===== config.mk =====
export PLATFORM = sky130hd
export DESIGN_NAME = mlm_top
export DESIGN_NICKNAME = d
export VERILOG_FILES = /design/src/rtl/mlm_pkg.sv /design/src/rtl/mlm_addr_split.sv /design/src/rtl/mlm_byte_merge.sv /design/src/rtl/mlm_ctrl.sv /design/src/rtl/mlm_top.sv
export SDC_FILE = /design/constraint.sdc
export NUM_CORES = 1
export LEC_CHECK = 0
export ABC_AREA = 1
export CORE_MARGIN = 8
export CORE_UTILIZATION = 35
export CTS_CLUSTER_SIZE = 24
export DETAILED_ROUTE_END_ITERATION = 16
export PLACE_DENSITY_LB_ADDON = 0.15
export SYNTH_ARGS = -nofsm -noshare
export SYNTH_HDL_FRONTEND = slang
export SYNTH_HIERARCHICAL = 1
export SYNTH_SLANG_ARGS = --single-unit

===== constraint.sdc =====
create_clock -name clk -period 2.4 [get_ports clk]
set_input_delay 0.24 -clock clk [delete_from_list [all_inputs] [get_ports clk]]
set_output_delay 0.24 -clock clk [all_outputs]
set_load 0.05 [all_outputs]

===== src/rtl/mlm_pkg.sv =====
package mlm_pkg;

   typedef enum logic [2:0] {
      ST_IDLE        = 3'd0,
      ST_READ_FIRST  = 3'd1,
      ST_WAIT_FIRST  = 3'd2,
      ST_READ_SECOND = 3'd3,
      ST_WAIT_SECOND = 3'd4,
      ST_DONE        = 3'd5
   } mlm_state_e;

endpackage


===== src/rtl/mlm_addr_split.sv =====
module mlm_addr_split #(
   parameter int ADDR_W = 32,
   parameter int OFF_W  = 2,
   localparam int WA_W  = ADDR_W - OFF_W
) (
   input  logic [ADDR_W-1:0] byte_addr,
   output logic [WA_W-1:0]   word_first,
   output logic [WA_W-1:0]   word_second,
   output logic [OFF_W-1:0]  byte_off,
   output logic              misaligned
);

   assign word_first  = byte_addr[ADDR_W-1:OFF_W];
   assign byte_off    = byte_addr[OFF_W-1:0];
   // natural wrap of the word counter at the top of the address space
   assign word_second = word_first + WA_W'(1);
   assign misaligned  = |byte_off;

endmodule


===== src/rtl/mlm_byte_merge.sv =====
module mlm_byte_merge #(
   parameter int DATA_W = 32,
   localparam int BYTES = DATA_W / 8,
   localparam int OFF_W = $clog2(BYTES),
   localparam int HI_W  = DATA_W - 8,
   localparam int PAIR_W = DATA_W + HI_W
) (
   input  logic [DATA_W-1:0] lo_word,
   input  logic [HI_W-1:0]   hi_word,
   input  logic [OFF_W-1:0]  byte_off,
   output logic [DATA_W-1:0] merged
);

   logic [PAIR_W-1:0] pair;
   logic [DATA_W-1:0] cand [BYTES];

   assign pair = {hi_word, lo_word};

   for (genvar k = 0; k < BYTES; k++) begin : g_window
      assign cand[k] = pair[8*k +: DATA_W];
   end

   assign merged = cand[byte_off];

endmodule


===== src/rtl/mlm_ctrl.sv =====
module mlm_ctrl
   import mlm_pkg::*;
(
   input  logic clk,
   input  logic rst,
   input  logic ld_valid,
   input  logic misaligned,
   input  logic cr_ready,
   input  logic cp_valid,
   output logic ld_ready,
   output logic cr_valid,
   output logic sel_second,
   output logic cap_first,
   output logic cap_second,
   output logic res_valid
);

   mlm_state_e state_q, state_d;

   always_comb begin
      state_d = state_q;
      unique case (state_q)
         ST_IDLE:        if (ld_valid) state_d = ST_READ_FIRST;
         ST_READ_FIRST:  if (cr_ready) state_d = ST_WAIT_FIRST;
         ST_WAIT_FIRST:  if (cp_valid) state_d = misaligned ? ST_READ_SECOND : ST_DONE;
         ST_READ_SECOND: if (cr_ready) state_d = ST_WAIT_SECOND;
         ST_WAIT_SECOND: if (cp_valid) state_d = ST_DONE;
         ST_DONE:        state_d = ST_IDLE;
         default:        state_d = ST_IDLE;
      endcase
   end

   always_ff @(posedge clk) begin
      if (rst) state_q <= ST_IDLE;
      else     state_q <= state_d;
   end

   assign ld_ready   = (state_q == ST_IDLE);
   assign cr_valid   = (state_q == ST_READ_FIRST) || (state_q == ST_READ_SECOND);
   assign sel_second = (state_q == ST_READ_SECOND);
   assign cap_first  = (state_q == ST_WAIT_FIRST)  && cp_valid;
   assign cap_second = (state_q == ST_WAIT_SECOND) && cp_valid;
   assign res_valid  = (state_q == ST_DONE);

endmodule


===== src/rtl/mlm_top.sv =====
module mlm_top #(
   parameter int ADDR_W = 32,
   parameter int DATA_W = 32,
   localparam int BYTES = DATA_W / 8,
   localparam int OFF_W = $clog2(BYTES),
   localparam int WA_W  = ADDR_W - OFF_W,
   localparam int HI_W  = DATA_W - 8
) (
   input  logic              clk,
   input  logic              rst,
   input  logic              ld_valid,
   output logic              ld_ready,
   input  logic [ADDR_W-1:0] ld_addr,
   output logic              res_valid,
   output logic [DATA_W-1:0] res_data,
   output logic              cr_valid,
   input  logic              cr_ready,
   output logic [WA_W-1:0]   cr_addr,
   input  logic              cp_valid,
   input  logic [DATA_W-1:0] cp_data
);

   if (DATA_W < 16 || (DATA_W % 8) != 0) begin : g_bad_data_w
      $error("mlm_top: DATA_W must be a multiple of 8 and at least 16");
   end
   if ((BYTES & (BYTES - 1)) != 0) begin : g_bad_bytes
      $error("mlm_top: DATA_W/8 must be a power of two");
   end
   if (ADDR_W <= OFF_W + 1) begin : g_bad_addr_w
      $error("mlm_top: ADDR_W too small for the word size");
   end

   logic [ADDR_W-1:0] addr_q;
   logic [DATA_W-1:0] word0_q;
   logic [HI_W-1:0]   word1_q;
   logic [WA_W-1:0]   wa_first, wa_second;
   logic [OFF_W-1:0]  off;
   logic              misaligned;
   logic              sel_second, cap_first, cap_second;

   mlm_addr_split #(.ADDR_W(ADDR_W), .OFF_W(OFF_W)) i_split (
      .byte_addr  (addr_q),
      .word_first (wa_first),
      .word_second(wa_second),
      .byte_off   (off),
      .misaligned (misaligned)
   );

   mlm_ctrl i_ctrl (
      .clk       (clk),
      .rst       (rst),
      .ld_valid  (ld_valid),
      .misaligned(misaligned),
      .cr_ready  (cr_ready),
      .cp_valid  (cp_valid),
      .ld_ready  (ld_ready),
      .cr_valid  (cr_valid),
      .sel_second(sel_second),
      .cap_first (cap_first),
      .cap_second(cap_second),
      .res_valid (res_valid)
   );

   always_ff @(posedge clk) begin
      if (rst) begin
         addr_q  <= '0;
         word0_q <= '0;
         word1_q <= '0;
      end else begin
         if (ld_valid && ld_ready) addr_q  <= ld_addr;
         if (cap_first)            word0_q <= cp_data;
         if (cap_second)           word1_q <= cp_data[HI_W-1:0];
      end
   end

   assign cr_addr = sel_second ? wa_second : wa_first;

   mlm_byte_merge #(.DATA_W(DATA_W)) i_merge (
      .lo_word (word0_q),
      .hi_word (word1_q),
      .byte_off(off),
      .merged  (res_data)
   );

endmodule


==> key figures <==
Global route
  • Initial antenna violation count: 0
  • Vias in the first global route: 5758
  • Total grt overflow: 0
  • First-pass GRT wire length: 29640 um
  • Largest net degree at the start of global routing: 89
  • GRT Overall Usage: 16.50%

Timing
  • Final Hold Vio Count: 0
  • Post-Route Skew: 0.005645 ns
  • Final setup fails: 0
  • TNS Setup: 0 ns
  • Final period utilization: 95.57%
  • Post-route minimum period: 2.294 ns
  • Relative slew slack: 63.86%
  • FMAX: 436.0 MHz
  • Final Max Tran Viols: 0
  • RSZ-0062 raised after global routing: false
  • Slew @ Worst Pin: 0.5365 ns

Clocking
  • TritonCTS buffer count: 9
  • CTS Sinks: 91
  • Root Buffer: clkbuf_16
  • Max Buffers Root-to-Sink: 2
  • Worst-Skew Late Latency: 0.35 ns
  • H-Tree Depth: 3
  • CTS tree: built
  • Clock-pin slew on the worst setup and hold paths: 0.07 ns
  • Post-CTS Hold Buffers: 0

Logic synthesis
  • Synth warn: 6
  • Mapped cell area: 6227 sq um
  • Mapped Nets: 1138
  • Post-synthesis sequential area ratio: 29.25%
  • Yosys cell types: 27
  • Synthesized flop and latch total: 91
  • Cells after Synth: 1068
  • Average size of a mapped cell: 5.831 sq um

Power
  • Peak supply drop: 0.0007924 V
  • Final Power: 10.55 mW
  • LEAKAGE: 3.970 nW
  • P per Cell Area: 1257 nW/um^2

Cells and area
  • Final nets: 1212
  • Layout cell share with drive strength beyond 1: 11.86%
  • # diodes: 0
  • P&R area growth vs syn: 34.78%

Floorplan
  • Die width: 149.4 um
  • Core ar.: 17360 sq um
  • Starting density of the core: 35.88%
  • Die area: 22320 sq um
  • Die Ht: 149.4 um
  • Top Ports: 134
  • Row Count: 48

Min path
  • Hold crit path type: in2reg

Setup path
  • Crit path DAT: 2.05 ns
  • WP data required: 2.16 ns
  • CP Launch Type: register
  • Critical path endpoint category: primary output
  • Crit Path Class: reg2out
  • Worst Path Max Fanout: 10

Routing
  • Vias per cell: 4.555
  • First-pass detailed-route iteration total: 5
  • Post-Route WL: 18470 um
  • DRC: 0
  • Initial DRC count: 338
  • Post-route ant nets: 0
  • Routed wire per std cell: 13.46 um
  • Vias: 6249

Outcome
  • Run status: finished clean

Place
  • Port buffer count: 133
  • DP HPWL: 13430 um
  • GPL Wtd Cong: 0.8384

Flow run
  • Maxcap violations: 0
-- cell families after synthesis --
family	share of synthesized area, %
compound gates	7.153
xor+xnor	2.230
fa+ha+maj	0.2009
buf+inv	17.90
flops	29.25
simple gates	43.26
-- power by group --
| group | switching [mW] | internal (mW) | leakage (nW) |
|---|---|---|---|
| registers | 0.411 | 1.90 | 0.748 |
| clock network | 0.639 | 0.842 | 0.144 |
| logic | 4.00 | 2.75 | 3.08 |
| total | 5.05 | 5.50 | 3.97 |
-- Yosys cell counts --
master | n | area (sq um)
nor2_4 | 7 | 78.83
clkbuf_2 | 10 | 50.05
clkbuf_1 | 4 | 15.01
inv_1 | 141 | 529.3
nor3_1 | 3 | 15.01
nand3b_1 | 8 | 60.06
nor2_2 | 3 | 18.77
nand2_1 | 309 | 1160
nand2_4 | 3 | 33.78
and2_1 | 3 | 18.77
xnor2_1 | 5 | 43.79
nand3_1 | 75 | 375.4
xor2_1 | 9 | 78.83
o21ai_0 | 87 | 435.4
buf_2 | 17 | 85.08
xor2_2 | 1 | 16.27
nor2_1 | 221 | 829.6
inv_2 | 6 | 22.52
or2_2 | 1 | 6.260
nand2_2 | 6 | 37.54
nor2_8 | 2 | 40.04
buf_6 | 8 | 90.09
dfxtp_1 | 91 | 1822
nand3_2 | 2 | 20.02
buf_4 | 43 | 322.8
o21ai_1 | 2 | 10.01
ha_1 | 1 | 12.51
-- final timing paths --
path                                   startpoint          end  slack (ns)  cells after the start
worst min register to register        word0_q[10]  word0_q[10]        0.50                      2
worst max register to register  i_ctrl/state_q[2]   word1_q[3]        0.77                      5
worst min-delay path                  ld_addr[20]   addr_q[20]        0.46                      3
worst max-delay path            i_ctrl/state_q[2]    res_valid        0.11                      3
-- flip-flops by register name, summed over array words and instances (netlist names) --
name,flops
addr_q,32
i_ctrl/state_q,3
word0_q,32
word1_q,24
-- layer usage --
metal	up-vias	global-route usage (%)	share of wire, %
met1	2788	20.97	47
met2	128	27.50	47
met5	-	0	0
met3	14	3.519	4.6
li1	3319	-	-
met4	0	4.644	1.1
-- through the flow --
step	hold WS (ns)	util, %	setup WS [ns]	cell area [sq um]	cells
final	0.4603	48.36	0.1064	8393	1372
after global routing	0.4565	48.36	0.001827	8393	1372
after CTS	0.4560	48.18	0.08963	8362	1371
after detailed placement	0.4815	46.42	0.4731	8058	1355
after global placement	0.4746	46.42	0.4662	8058	1355
after floorplan	0.3749	-	0.2635	6227	1068
-- worst max-delay path: stages, from the launching register on --
cell and delay (ns):
dfxtp_1 0.61, nand2_1 0.18, nor2_1 0.11, clkdlybuf4s50_1 0.81
-- cell type report --
class	instances	area, sq um
clock buffers	11	242.7
clock inverters	5	61.31
fillers	1753	8964
inverters	147	551.8
multi-input cells	748	3316
flip-flops and latches	91	1836
well taps	225	281.5
repair buffers	145	2105
-- cell usage in the layout, fill, tap and decap left out, drive strengths merged --
cell and instances:
or2 1, o21ai 89, inv 148, nand2 318, xnor2 5, and2 3
clkinv 1, clkbuf 11, clkdlybuf4s50 71, dfxtp 91, ha 1, bufinv 1
xor2 10, clkinvlp 2, nor3 3, buf 74, nand3b 8, nand3 77
nor2 233
-- timing repair --
| action | 4_1_cts | 5_1_grt |
|---|---|---|
| setup buffers | 0 | 1 |
| endpoints found under the setup margin | 0 | 11 |
| gates resized for setup | 0 | 15 |
(Power assumes the default switching activity.)
